`config.mk`:
```
export PLATFORM = sky130hd
export DESIGN_NAME = audio_rate_clkgen
export DESIGN_NICKNAME = d
export VERILOG_FILES = /design/src/rtl/arc_pkg.sv /design/src/rtl/arc_clk_ctrl.sv /design/src/rtl/arc_frame_dp.sv /design/src/rtl/audio_rate_clkgen.sv
export SDC_FILE = /design/constraint.sdc
export NUM_CORES = 1
export LEC_CHECK = 0
export BUFFER_PORTS_ARGS = -buffer_cell sky130_fd_sc_hd__clkbuf_2
export CORE_UTILIZATION = 45
export CTS_CLUSTER_DIAMETER = 30
export DETAILED_ROUTE_END_ITERATION = 8
export PLACE_DENSITY_LB_ADDON = 0.12
export SYNTH_ARGS = -nofsm -noshare
export SYNTH_HDL_FRONTEND = slang
export SYNTH_SLANG_ARGS = --single-unit
export TNS_END_PERCENT = 30
```
`constraint.sdc`:
```
create_clock -name clk -period 4.4 [get_ports clk]
set_clock_uncertainty 0.2 [all_clocks]
set_input_delay 0.66 -clock clk [delete_from_list [all_inputs] [get_ports clk]]
set_output_delay 0.66 -clock clk [all_outputs]
set_load 0.05 [all_outputs]
```
`src/rtl/arc_pkg.sv`:
```
package arc_pkg;

  // Number of frame dividers: index 0 is the ADC path, index 1 is the DAC path
  localparam int ARC_CH = 2;

  // Per-channel strobes from the control logic to the datapath
  typedef struct packed {
    logic [ARC_CH-1:0] load;  // start a new frame with the code now applied
    logic [ARC_CH-1:0] stop;  // boundary reached with the reserved code
    logic [ARC_CH-1:0] step;  // advance inside the current frame
  } arcStrobe_t;

  // Frame length in units of half the base divide; 0 means the code is reserved
  function automatic int unsigned halfUnits(input logic [2:0] code);
    case (code)
      3'd0:    return 2;
      3'd1:    return 3;
      3'd2:    return 4;
      3'd3:    return 6;
      3'd4:    return 8;
      3'd5:    return 11;
      3'd6:    return 12;
      default: return 0;
    endcase
  endfunction

  function automatic logic codeValid(input logic [2:0] code);
    return code != 3'b111;
  endfunction

endpackage

```
`src/rtl/arc_clk_ctrl.sv`:
```
module arc_clk_ctrl
  import arc_pkg::*;
(
  input  logic                    clk,
  input  logic                    rst,
  input  logic                    srcSel,
  input  logic                    mclkTick,
  input  logic                    pllTick,
  input  logic [1:0]              preDivCode,
  input  logic [ARC_CH-1:0][2:0]  rateCode,
  input  logic [ARC_CH-1:0]       boundary,
  output logic                    sysTick,
  output arcStrobe_t              strobe
);

  logic srcTick;
  logic halveRate;
  logic phase;
  logic sysTickQ;

  assign srcTick   = srcSel ? pllTick : mclkTick;
  // Only 2'b10 halves the rate; the reserved codes fall back to divide by 1
  assign halveRate = (preDivCode == 2'b10);

  always_ff @(posedge clk) begin
    if (rst) begin
      phase    <= 1'b0;
      sysTickQ <= 1'b0;
    end else begin
      if (srcTick) phase <= ~phase;
      sysTickQ <= srcTick && (!halveRate || phase);
    end
  end

  assign sysTick = sysTickQ;

  for (genvar ch = 0; ch < ARC_CH; ch++) begin : g_strobe
    logic okCode;
    assign okCode = codeValid(rateCode[ch]);
    always_comb begin
      strobe.load[ch] = sysTickQ &&  boundary[ch] &&  okCode;
      strobe.stop[ch] = sysTickQ &&  boundary[ch] && !okCode;
      strobe.step[ch] = sysTickQ && !boundary[ch];
    end
  end

endmodule

```
`src/rtl/arc_frame_dp.sv`:
```
module arc_frame_dp
  import arc_pkg::*;
#(
  parameter int BASE_DIV = 256   // base frame length; must be a multiple of 4
) (
  input  logic                    clk,
  input  logic                    rst,
  input  arcStrobe_t              strobe,
  input  logic [ARC_CH-1:0][2:0]  rateCode,
  output logic [ARC_CH-1:0]       boundary,
  output logic [ARC_CH-1:0]       frameClk,
  output logic [ARC_CH-1:0]       frameStart,
  output logic [ARC_CH-1:0]       rateErr
);

  localparam int HALF_BASE    = BASE_DIV / 2;
  localparam int QUARTER_BASE = BASE_DIV / 4;
  localparam int CNT_W        = $clog2(6 * BASE_DIV);

  for (genvar ch = 0; ch < ARC_CH; ch++) begin : g_ch
    logic [CNT_W-1:0] cnt;
    logic [CNT_W-1:0] cntInc;
    logic [CNT_W-1:0] lastCnt;
    logic [CNT_W-1:0] halfCnt;
    logic [2:0]       activeCode;
    logic             running;
    logic             fclkQ;
    logic             startQ;
    logic             errQ;

    always_comb begin
      lastCnt = CNT_W'(halfUnits(activeCode) * HALF_BASE - 1);
      halfCnt = CNT_W'(halfUnits(activeCode) * QUARTER_BASE);
      cntInc  = cnt + CNT_W'(1);
    end

    assign boundary[ch] = !running || (cnt == lastCnt);

    always_ff @(posedge clk) begin
      if (rst) begin
        cnt        <= '0;
        activeCode <= 3'd0;
        running    <= 1'b0;
        fclkQ      <= 1'b0;
        startQ     <= 1'b0;
        errQ       <= 1'b0;
      end else if (strobe.load[ch]) begin
        cnt        <= '0;
        activeCode <= rateCode[ch];
        running    <= 1'b1;
        fclkQ      <= 1'b1;
        startQ     <= 1'b1;
        errQ       <= 1'b0;
      end else if (strobe.stop[ch]) begin
        cnt     <= '0;
        running <= 1'b0;
        fclkQ   <= 1'b0;
        startQ  <= 1'b0;
        errQ    <= 1'b1;
      end else if (strobe.step[ch]) begin
        cnt    <= cntInc;
        fclkQ  <= (cntInc < halfCnt);
        startQ <= 1'b0;
      end else begin
        startQ <= 1'b0;
      end
    end

    assign frameClk[ch]   = fclkQ;
    assign frameStart[ch] = startQ;
    assign rateErr[ch]    = errQ;
  end

endmodule

```
`src/rtl/audio_rate_clkgen.sv`:
```
module audio_rate_clkgen
  import arc_pkg::*;
#(
  parameter int BASE_DIV = 256
) (
  input  logic       clk,
  input  logic       rst,
  input  logic       srcSel,
  input  logic       mclkTick,
  input  logic       pllTick,
  input  logic [1:0] preDivCode,
  input  logic [2:0] adcRateCode,
  input  logic [2:0] dacRateCode,
  output logic       sysTick,
  output logic       adcFrameClk,
  output logic       adcFrameStart,
  output logic       adcRateErr,
  output logic       dacFrameClk,
  output logic       dacFrameStart,
  output logic       dacRateErr
);

  logic [ARC_CH-1:0][2:0] rateCode;
  logic [ARC_CH-1:0]      boundary;
  logic [ARC_CH-1:0]      frameClk;
  logic [ARC_CH-1:0]      frameStart;
  logic [ARC_CH-1:0]      rateErr;
  arcStrobe_t             strobe;

  assign rateCode = {dacRateCode, adcRateCode};

  arc_clk_ctrl u_ctrl (
    .clk        (clk),
    .rst        (rst),
    .srcSel     (srcSel),
    .mclkTick   (mclkTick),
    .pllTick    (pllTick),
    .preDivCode (preDivCode),
    .rateCode   (rateCode),
    .boundary   (boundary),
    .sysTick    (sysTick),
    .strobe     (strobe)
  );

  arc_frame_dp #(.BASE_DIV(BASE_DIV)) u_dp (
    .clk        (clk),
    .rst        (rst),
    .strobe     (strobe),
    .rateCode   (rateCode),
    .boundary   (boundary),
    .frameClk   (frameClk),
    .frameStart (frameStart),
    .rateErr    (rateErr)
  );

  assign adcFrameClk   = frameClk[0];
  assign adcFrameStart = frameStart[0];
  assign adcRateErr    = rateErr[0];
  assign dacFrameClk   = frameClk[1];
  assign dacFrameStart = frameStart[1];
  assign dacRateErr    = rateErr[1];

endmodule

```
* Yosys cells after proc, flatten, opt, wreduce, memory -nomap -nowiden *
Index checks and enable logic that the tools add are counted.
W data, S select, Z words.

operators by class
  add/subtract/negate cells = 4
  order comparisons = 2
  equality and inequality tests = 17
  multiplexer cells = 15
  bitwise operators = 1
  reduce and logical (&&, ||, !) cells = 29

operators by type and width
  kind                     count
  $pmux W4 S7              2
  $add A11 B1 Y11 const B  2
  $eq A11 B11 Y1           2
  $lt A11 B10 Y1           2
  $sub A11 B1 Y11 const B  2
  $eq A3 B3 Y1 const B     6
  $mux W1                  13
  $eq A3 B2 Y1 const B     4
  $logic_and A1 B1 Y1      9
  $logic_not A1 Y1         7
  $eq A3 B1 Y1 const B     2
  $logic_not A3 Y1         2
  $ne A3 B3 Y1 const B     2
  $reduce_bool A3 Y1       2
  $reduce_or A3 Y1         2
  $reduce_bool A2 Y1       2
  $reduce_or A2 Y1         2
  $logic_or A1 B1 Y1       3
  $eq A2 B2 Y1 const B     1
  $not A1 Y1               1

word-level totals
  register bits = 38
  output and inout port bits = 7

* Logic depth before layout (Yosys ltp) *
Gate-level depths: netlist of the first run.

  depth in word-level cells = 10
  depth in mapped cells = 10

* Hierarchy *
Synthesis of the first run repeated with hierarchy kept, for this count alone.

unflattened totals
  cell total of the unflattened synthesis = 265
  area, all modules = 2212.1 µm²

modules (own cells, without submodules)
  module        instances  cells an instance  area each (µm²)  sequential area each (µm²)
  arc_frame_dp  1          247                2079.5           720.7
  arc_clk_ctrl  1          18                 132.6            40.0

* Worst setup path before layout of the first run *
No wires, ideal clock.

  path type = flip-flop to flip-flop
  start point = reg u_dp.g_ch[1].activeCode[0]
  end point = reg u_dp.g_ch[1].cnt[5]
  data arrival time = 2.118 ns
  required time = 4.126 ns
  setup slack = 2.008 ns
  cell stages (with the launch flop) = 9
  path buffers = 0
  path through = dfxtp_1 > inv_1 > maj3_1 > ha_1 > xor2_1 > o211a_1 > o2111a_2 > or4_1 > a31oi_1

on the way
  word-level cells in the longest chain between the ends = 8
  elaborated cells between the ends (all ways) = 17
  those cells by class = 1 x add/sub; 7 x eq/ne; 1 x mux; 8 x reduce/logical

ends and longest elaborated chain
  element                                     RTL line                                text
  from (decl)                                 arc_frame_dp.sv:25                      logic [2:0] activeCode;
  from (signal assigned)                      arc_frame_dp.sv:49                      activeCode <= rateCode[ch];
  $eq A3 B3 Y1, or another cell as far along  arc_pkg.sv:15                           case (code)
  $pmux W4 S7 *                               arc_pkg.sv:15
  $sub A11 B1 Y11 *                           arc_frame_dp.sv:32                      lastCnt = CNT_W'(halfUnits(activeCode) * HALF_BASE - 1);
  $eq A11 B11 Y1 *                            arc_frame_dp.sv:37                      assign boundary[ch] = !running || (cnt == lastCnt);
  $logic_or A1 B1 Y1 *                        arc_frame_dp.sv:37
  $logic_and A1 B1 Y1                         arc_clk_ctrl.sv:41, arc_clk_ctrl.sv:42
  $logic_and A1 B1 Y1 (on tied branches)      arc_clk_ctrl.sv:42, arc_clk_ctrl.sv:41
  $reduce_or A3 Y1 (no line)                  -
  to (signal assigned)                        arc_frame_dp.sv:61                      cnt <= cntInc;
  to (decl)                                   arc_frame_dp.sv:21                      logic [CNT_W-1:0] cnt;

Mark *: on every way between the ends. The rest lies on a longest branch, timed or not.
A chain may end at the register's enable or synchronous reset.

* Final worst setup path of the first run *
  start point = reg u_dp.g_ch[1].cnt[0]
  end point = reg u_dp.g_ch[1].fclkQ

on the way
  elaborated cells between the ends (all ways) = 13
  those cells by class = 1 x add/sub; 1 x order compare; 1 x eq/ne; 3 x mux; 7 x reduce/logical

RTL lines
  element                           RTL line            text
  $add A11 B1 Y11                   arc_frame_dp.sv:34  cntInc = cnt + CNT_W'(1);
  named net u_dp.g_ch[1].cntInc[8]  arc_frame_dp.sv:22  logic [CNT_W-1:0] cntInc;
  $lt A11 B10 Y1                    arc_frame_dp.sv:62  fclkQ <= (cntInc < halfCnt);
  $mux W1                           arc_frame_dp.sv:60  end else if (strobe.step[ch]) begin
  $mux W1                           arc_frame_dp.sv:54  end else if (strobe.stop[ch]) begin
  $mux W1                           arc_frame_dp.sv:47  end else if (strobe.load[ch]) begin
  to (signal assigned)              arc_frame_dp.sv:62
  to (decl)                         arc_frame_dp.sv:27  logic fclkQ;

The timed path passes the listed nets, and every way through them passes these cells. The select of a mux whose other input is x is not followed.

==> results of run 1 <==
## report_power, final
part / switching, W / internal (W)
combinational: 0.0000629 / 0.0000328
sequential: 0.0000172 / 0.000354
clock: 0.000132 / 0.000169
total: 0.000212 / 0.000555
## cell type report
| type | instances | area [sq um] | share of cell area |
|---|---|---|---|
| inverters | 7 | 26.3 | 0.0101 |
| flip-flops and latches | 38 | 761 | 0.294 |
| clock inverters | 3 | 45.0 | 0.0174 |
| repair buffers | 20 | 103 | 0.0396 |
| well taps | 70 | 87.6 | 0.0338 |
| multi-input cells | 231 | 1500 | 0.579 |
| clock buffers | 5 | 68.8 | 0.0266 |
## how the worst min path moves through the flow
stage / slack, ns / endpoint / start
finish: 0.27 / u_dp.g_ch[1].errQ / u_dp.g_ch[1].errQ
global route: 0.29 / u_dp.g_ch[1].errQ / u_dp.g_ch[1].errQ
CTS: 0.27 / u_dp.g_ch[1].errQ / u_dp.g_ch[1].errQ
detailed placement: 0.26 / u_dp.g_ch[1].errQ / u_dp.g_ch[1].errQ
global placement: 0.27 / u_dp.g_ch[1].fclkQ / u_dp.g_ch[1].fclkQ
floorplan: 0.26 / u_dp.g_ch[0].cnt[2] / u_dp.g_ch[0].cnt[2]
## registers in the layout, summed over array words and instances (netlist names)
name,flops
u_dp.g_ch.fclkQ,2
u_dp.g_ch.errQ,2
u_ctrl.phase,1
u_dp.g_ch.running,2
u_dp.g_ch.startQ,2
u_dp.g_ch.cnt,22
u_dp.g_ch.activeCode,6
u_ctrl.sysTick,1
## per-layer routing
| metal | vias to the layer above | global-route usage | part of all wire |
|---|---|---|---|
| li1 | 1117 | - | - |
| met1 | 1022 | 0.293 | 0.53 |
| met2 | 36 | 0.310 | 0.43 |
| met3 | 4 | 0.0455 | 0.028 |
| met4 | 0 | 0.0503 | 0.0081 |
| met5 | - | 0 | 0 |
## critical path, cell delays in order, from the launching register on
cell and delay (ns):
dfxtp_1 0.39, ha_1 0.24, and4_1 0.24, nand4_1 0.13
xnor2_1 0.24, ha_1 0.29, a21o_1 0.15, a2111oi_0 0.44
nand4_1 0.19, a31oi_1 0.20
## cells by family after synthesis
kind of cell / synth area share
XOR/XNOR: 0.0516
adder cells (fa/ha/maj): 0.0569
multiplexers: 0.0126
AND/OR/NAND/NOR: 0.281
AO/OA/AOI/OAI: 0.229
flip-flops: 0.320
buffers and inverters: 0.0485
## cells in the final DEF, fill, tap and decap left out, types with 3 or more instances in the layout
cell	netlist	routed
clkbuf_2	1	19
ha_1	10	10
a21oi_1	17	17
a31oi_1	9	9
nor4_1	6	6
nor2b_1	3	3
o211ai_1	6	6
xnor2_1	4	4
nand2_1	43	43
or4_1	4	4
nand4_1	4	4
a211oi_1	4	4
nor3_1	8	8
o21ai_0	8	8
nand4b_1	6	6
and3_1	9	9
xor2_1	10	10
dfxtp_1	38	38
nand3_1	20	20
clkbuf_8	0	5
nor2_1	16	16
inv_1	6	6
mux2i_1	3	3
## cell usage after synthesis, drive strengths merged (7+ instances only)
cell type	instances
a31oi	9
nor3	9
nand3	20
nor2	16
inv	7
nand2	43
a21oi	17
o21ai	9
clkbuf	15
xor2	10
and3	9
ha	10
dfxtp	38
## metrics by stage
stage / cell area [sq um] / total power (W) / hold WS (ns) / setup WS [ns]
after global routing: 2590 / 0.000807 / 0.293 / 1.37
after detailed placement: 2480 / 0.000475 / 0.257 / 1.61
after global placement: 2480 / 0.000473 / 0.267 / 1.65
after floorplan: 2370 / 0.000451 / 0.261 / 2.01
final: 2590 / 0.000767 / 0.265 / 1.62
after CTS: 2590 / 0.000779 / 0.269 / 1.59
==> out/metrics.yaml, run 1 <==
antenna-diode-count: 0
holdPathStages: 2
vias_per_cell: 5.83
cp-end-kind: "flip-flop"
via_count: 2179
yosysWarnings: 0
rr_startpoint: "u_dp.g_ch[1].cnt[0]"
worst-setup-path-type: "flip-flop to flip-flop"
peakVddDrop_uv: 178
final.period_utilization: 0.632
finalSetupViolCount: 0
grt_pass1_wl_microns: 8680
ys_seq_elements: 38
crit_path_max_fanout: 5
synth_area_leaders: "dfxtp_1 (32%), nand2_1 (6.8%), ha_1 (5.3%), nand3_1 (4.2%), xor2_1 (3.7%)"
fmax_ghz: 0.359
synth_top_cell_by_area: "dfxtp_1"
startpoint: "u_dp.g_ch[1].cnt[0]"
cts_resized: 0
synth_top_area_share: 0.320
worst_hold_path_type: "flip-flop to flip-flop"
drive_gt1_frac: 0.118
cts_buffer_depth: 2
powerDensity_nw_per_um2: 296
syn_nets: 320
drv_cap: 0
synth_area_sq_um: 2370
synthArstFlopShare: 0
synth_cells: 297
grt_usage: 0.204
synth-edff-count: 0
wl_per_cell_microns: 14.4
core_area_sq_um: 5110
drv_slew: 0
port-buffer-count: 19
post-cts-setup-buffers: 0
cts_made_buffers: 5
root_buffer: "clkbuf_8"
place_congestion: 0.759
syn_to_final_growth_pct: 9.06
status: "completed"
hold_viol: 0
wirelength_microns: 5400
syn_avg_cell_area_sq_um: 8.00
r2r_cells: 9
synth_ff_type: "dfxtp_1"
cp-endpoint: "u_dp.g_ch[1].fclkQ"
pin_count: 20
worst_pin_slew_ns: 0.744
die_area_sq_um: 5570
dpl.hpwl_microns: 3790
synth_cell_type_count: 59
finalSetupTns_ns: 0
rr_endpoint: "u_dp.g_ch[1].fclkQ"
final_cells: 374
start_util: 0.465
grt_pass1_vias: 1845
fin_crit_ns: 2.78
max-slew-margin-rel: 0.503
drtPass1Iterations: 5
grt_max_degree: 36
rsz0062_at_grt: "false"
p_leak_nw: 0.942
dieWidth_microns: 74.6
ys_seq_area_frac: 0.320
post-route-drc-count: 0
r2r_slack_ns: 1.62
cts_tree: "built"
final_core_util: 0.507
dp.cells: 366
antenna_found_initial: 0
htree_levels: 2
crit_required_ns: 4.41
cts.sinks: 38
drt-initial-drc-count: 116
rows: 26
worstSetupStartpointType: "flip-flop"
clk_latency_ns: 0.29
ant_nets: 0
grt_overflow: 0
holdBufCountCts: 0
finalNetCount: 326
clk_pin_slew_worst_paths_ns: 0.08
die_h_microns: 74.6
n_fill_cell: 510
critPathArrivalTime_ns: 2.80
Power figures use the tool's default switching activity.
==> inputs of run 2 (changes only) <==
==> constraint.sdc (replaced) <==
create_clock -name clk -period 2.75 [get_ports clk]
set_clock_uncertainty 0.2 [all_clocks]
set_input_delay 0.4125 -clock clk [delete_from_list [all_inputs] [get_ports clk]]
set_output_delay 0.4125 -clock clk [all_outputs]
set_load 0.05 [all_outputs]
==> run 2 against run 1 <==
Effect of this change: final cell count up 2.7%; fmax increased by 8.2%; count of clock-buffer cells in the layout rose by 2; first-iteration DRC count is 8.6% higher; critical endpoint unchanged; largest power group unchanged.
==> out/metrics.yaml, run 2 (same netlist as run 1, synthesis figures left out) <==
place_congestion: 0.755  # -0.55%
hold_viol: 0  # unchanged
n_fill_cell: 505  # -0.98%
use_met1: 0.301  # +0.00808
die_area_sq_um: 5570  # unchanged
busiest_layer: "met2"
pin_count: 20  # unchanged
clk_latency_ns: 0.29  # about the same
layout_commonest_cell: "nand2_1"
post-route-drc-count: 0  # unchanged
r2r_slack_ns: 0.18  # -1.44 ns
slowest_delay_ns: 0.37  # -0.07 ns
die_h_microns: 74.6  # unchanged
critPathSlowestCell: "a2111oi_2"
largestRegisters: "u_dp.g_ch.cnt: 22 flops, u_dp.g_ch.activeCode: 6 flops"
placed_area_sq_um: 2550  # +3.0%
root_buffer: "clkbuf_8"
design_area_sq_um: 2680  # +3.4%
cts.sinks: 38  # unchanged
core_area_sq_um: 5110  # unchanged
worst_hold_path_type: "input port to flip-flop"
final_cell_mix: "nand2_1 (43), dfxtp_1 (35), nand3_1 (20), clkbuf_2 (19), a21oi_1 (17)"
ant_nets: 0  # unchanged
peakVddDrop_uv: 252  # +41%
htree_levels: 2  # unchanged
drtPass1Iterations: 5  # unchanged
cp_common_cell: "nand4_1"
rsz0062_at_grt: "false"
powerDensity_nw_per_um2: 458  # +55%
worst-setup-path-type: "flip-flop to flip-flop"
crit_required_ns: 2.78  # -1.63 ns
fin_ws_ns: 0.178  # -1.44 ns
antenna_found_initial: 0  # unchanged
antenna-diode-count: 0  # unchanged
syn_to_final_growth_pct: 12.8
wl_per_cell_microns: 14.0  # -3.1%
fmax_ghz: 0.389  # +8.2%
cts_made_buffers: 5  # unchanged
dieWidth_microns: 74.6  # unchanged
grt_overflow: 0  # unchanged
worst_pin_slew_ns: 0.489  # -0.255 ns
crit_path_max_fanout: 5  # unchanged
top_register: "u_dp.g_ch.cnt"
critPathArrivalTime_ns: 2.60  # -0.20 ns
path_cells: "ha_2, and4_1, nand4_1, xnor2_2, ha_1, a21o_1, a2111oi_2, nand4_1, a31oi_1"
rows: 26  # unchanged
grtUsageMet3: 0.0361  # -0.00937
cp-end-kind: "flip-flop"
finalNetCount: 336  # +3.1%
dp_slack_ns: 0.0506  # -1.56 ns
via_count: 2201  # +1.0%
start_util: 0.465  # unchanged
grt_usage: 0.207  # +0.00343
post-cts-setup-buffers: 0  # unchanged
max-slew-margin-rel: 0.671  # +0.168
grt_pass1_vias: 1841  # -0.22%
gr-usage-met2: 0.307  # -0.00300
grt_max_degree: 35  # -2.8%
clk_pin_slew_worst_paths_ns: 0.08  # about the same
power_w: 0.00123  # +60%
port-buffer-count: 19  # unchanged
cts_buffer_depth: 2  # unchanged
final.period_utilization: 0.935  # +0.303
dpl.hpwl_microns: 3870  # +2.0%
holdBufCountCts: 0  # unchanged
p_leak_nw: 1.01  # +6.7%
fin_crit_ns: 2.57  # -0.210 ns
grt_pass1_wl_microns: 8750  # +0.79%
worstSetupStartpointType: "flip-flop"
wirelength_microns: 5370  # -0.54%
status: "completed"
drv_cap: 0  # unchanged
drt-initial-drc-count: 126  # +8.6%
drive_gt1_frac: 0.162  # +0.0440
largest_register_ffs: 22  # unchanged
cts_tree: "built"
finalSetupTns_ns: 0  # unchanged
vias_per_cell: 5.73  # -1.6%
drv_slew: 0  # unchanged
finalSetupViolCount: 0  # unchanged
cts_resized: 0  # unchanged
-- run 2: final timing paths --
check             cells after the start                 end                 from
setup / recovery                      9  u_dp.g_ch[1].fclkQ  u_dp.g_ch[1].cnt[0]
hold / removal                        2      u_ctrl.sysTick        preDivCode[1]
setup reg to reg                      9  u_dp.g_ch[1].fclkQ  u_dp.g_ch[1].cnt[0]
hold reg to reg                       2   u_dp.g_ch[1].errQ    u_dp.g_ch[1].errQ
-- run 2: area by class of cell --
class	instances	area [sq um]	area share
Tap cell	70	87.6	0.0327
Timing Repair Buffer	30	178	0.0663
Sequential cell	38	764	0.285
Clock inverter	1	30.0	0.0112
Multi-Input combinational cell	231	1520	0.566
Inverter	7	26.3	0.00981
Clock buffer	7	76.3	0.0285
-- run 2: power breakdown --
group / switching, W / internal, W / leakage [nW] / total (W)
sequential: 0.0000205 / 0.000566 / 0.310 / 0.000587
clock: 0.000200 / 0.000272 / 0.0524 / 0.000471
combinational: 0.000110 / 0.0000603 / 0.643 / 0.000170
total: 0.000330 / 0.000898 / 1.01 / 0.00123
-- run 2: metrics by stage --
step	cells	hold slack, ns	util
2_1_floorplan	297	0.261	-
3_3_place_gp	376	0.249	0.500
4_1_cts	384	0.0910	0.520
6_report	384	0.0978	0.524
3_5_place_dp	376	0.256	0.500
5_1_grt	384	0.101	0.524
-- run 2: worst max-delay path: cells and delay by family, from the launching register on --
family	cells	cell delay, ns
AOI/OAI and AO/OA	3	0.72
and+or+nand+nor	3	0.54
DFF	1	0.36
xor gates and xnor gates	1	0.18
adders and majority gates	2	0.51
-- run 2: layer usage --
metal	share of wire	vias to the layer above
met1	0.53	1018
met5	0	-
li1	-	1128
met2	0.41	47
met3	0.047	8
met4	0.011	0
==> inputs of run 3 (changes only) <==
--- a/config.mk
+++ b/config.mk
@@ -7,6 +7,7 @@
 export LEC_CHECK = 0
 export BUFFER_PORTS_ARGS = -buffer_cell sky130_fd_sc_hd__clkbuf_2
 export CORE_UTILIZATION = 45
+export CTS_BUF_LIST = sky130_fd_sc_hd__clkbuf_8 sky130_fd_sc_hd__clkbuf_16
 export CTS_CLUSTER_DIAMETER = 30
 export DETAILED_ROUTE_END_ITERATION = 8
 export PLACE_DENSITY_LB_ADDON = 0.12
==> run 3 against run 2 <==
Effect of this change: non-clock buffer count did not move; power fell by 0.56%; fmax barely moved; critical path depth did not move.
==> out/metrics.yaml, run 3 (same netlist as run 1, synthesis figures left out) <==
final_cells: 384  # unchanged
crit_path_max_fanout: 5  # unchanged
n_fill_cell: 505  # unchanged
vias_per_cell: 5.73  # about the same
htree_levels: 2  # unchanged
die_h_microns: 74.6  # unchanged
critPathArrivalTime_ns: 2.60  # about the same
ant_nets: 0  # unchanged
max-slew-margin-rel: 0.670  # about the same
worst-setup-path-type: "flip-flop to flip-flop"
worst_hold_path_type: "input port to flip-flop"
largestRegisters: "u_dp.g_ch.cnt: 22 flops, u_dp.g_ch.activeCode: 6 flops"
rsz0062_at_grt: "false"
cts_buffer_depth: 2  # unchanged
cts.sinks: 38  # unchanged
ff_latch_area_sq_um: 764  # unchanged
place_congestion: 0.755  # unchanged
die_area_sq_um: 5570  # unchanged
drtPass1Iterations: 5  # unchanged
antenna-diode-count: 0  # unchanged
peakVddDrop_uv: 252  # about the same
finalNetCount: 336  # unchanged
clk_latency_ns: 0.29  # about the same
r2r_slack_ns: 0.18  # about the same
cp-end-kind: "flip-flop"
use_met1: 0.299  # -0.00164
pin_count: 20  # unchanged
cts_made_buffers: 5  # unchanged
hold_viol: 0  # unchanged
fmax_ghz: 0.389  # about the same
start_util: 0.465  # unchanged
cts_resized: 0  # unchanged
root_buffer: "clkbuf_8"
rows: 26  # unchanged
wirelength_microns: 5380  # +0.11%
fin_crit_ns: 2.57  # +0.000691 ns
via_count: 2202  # +0.045%
dp_slack_ns: 0.0506  # unchanged
wl_per_cell_microns: 14.0  # +0.11%
dieWidth_microns: 74.6  # unchanged
port-buffer-count: 19  # unchanged
clk_pin_slew_worst_paths_ns: 0.08  # about the same
crit_required_ns: 2.77  # about the same
finalSetupTns_ns: 0  # unchanged
grt_usage: 0.207  # -0.000282
final_cell_mix: "nand2_1 (43), dfxtp_1 (35), nand3_1 (20), clkbuf_2 (19), a21oi_1 (17)"
worst_pin_slew_ns: 0.490  # +0.000643 ns
top_register: "u_dp.g_ch.cnt"
grt_pass1_vias: 1842  # +0.054%
grt_overflow: 0  # unchanged
grt_max_degree: 35  # unchanged
finalSetupViolCount: 0  # unchanged
busiest_layer: "met2"
post-route-drc-count: 0  # unchanged
cts_tree: "built"
post-cts-setup-buffers: 0  # unchanged
grt_pass1_wl_microns: 8750  # unchanged
powerDensity_nw_per_um2: 456  # -0.56%
largest_register_ffs: 22  # unchanged
syn_to_final_growth_pct: 12.8  # unchanged
final_core_util: 0.524  # unchanged
multiInputGateArea_sq_um: 1520  # unchanged
dp.cells: 376  # unchanged
final.period_utilization: 0.935  # about the same
layout_commonest_cell: "nand2_1"
worstSetupStartpointType: "flip-flop"
holdBufCountCts: 0  # unchanged
dpl.hpwl_microns: 3870  # unchanged
fin_ws_ns: 0.178  # -0.000691 ns
drt-initial-drc-count: 125  # -0.79%
drv_slew: 0  # unchanged
core_area_sq_um: 5110  # unchanged
drv_cap: 0  # unchanged
drive_gt1_frac: 0.162  # unchanged
status: "completed"
antenna_found_initial: 0  # unchanged
gr-usage-met2: 0.308  # +0.00100
grtUsageMet3: 0.0361  # unchanged
p_leak_nw: 1.01  # +0.82%
## run 3: cell count changes in the layout (fill, tap and decap cells not counted)
cell / change
inv_1: +2
clkbuf_1: -2
## run 3: report_power, final
| part | internal [W] | leakage [nW] | switching [W] |
|---|---|---|---|
| logic | 0.0000603 | 0.643 | 0.000110 |
| clock network | 0.000264 | 0.0607 | 0.000200 |
| registers | 0.000566 | 0.310 | 0.0000206 |
| total | 0.000891 | 1.01 | 0.000330 |
## run 3: per-stage QoR
stage                     total power [W]  area [sq um]  hold WS (ns)
after global routing              0.00128          2680         0.100
after CTS                         0.00123          2660        0.0908
after detailed placement         0.000768          2550         0.256
final                             0.00122          2680        0.0972
after floorplan                  0.000721          2370         0.261
after global placement           0.000767          2550         0.249
## run 3: per-layer routing
layer / wire length [microns] / vias up
met2: 2210 / 47
li1: - / 1128
met1: 2860 / 1019
met5: 0 / -
met3: 252 / 8
met4: 61 / 0
## run 3: path summary, 6_finish.rpt
path | start | to | cells after the start
hold / removal | preDivCode[1] | u_ctrl.sysTick | 2
setup / recovery | u_dp.g_ch[1].cnt[0] | u_dp.g_ch[1].fclkQ | 9
setup reg to reg | u_dp.g_ch[1].cnt[0] | u_dp.g_ch[1].fclkQ | 9
hold reg to reg | u_dp.g_ch[1].errQ | u_dp.g_ch[1].errQ | 2
## run 3: critical path, stage by stage, from the launching register on
cell	delay (ns)
dfxtp_2	0.36
ha_2	0.21
and4_1	0.23
nand4_1	0.15
xnor2_2	0.18
ha_1	0.30
a21o_1	0.17
a2111oi_2	0.37
nand4_1	0.16
a31oi_1	0.18
## run 3: layout make-up
class / instances / area share
Multi-Input combinational cell: 231 / 0.566
Sequential cell: 38 / 0.285
Timing Repair Buffer: 30 / 0.0663
Tap cell: 70 / 0.0327
Clock buffer: 5 / 0.0257
Clock inverter: 3 / 0.0140
Inverter: 7 / 0.00981
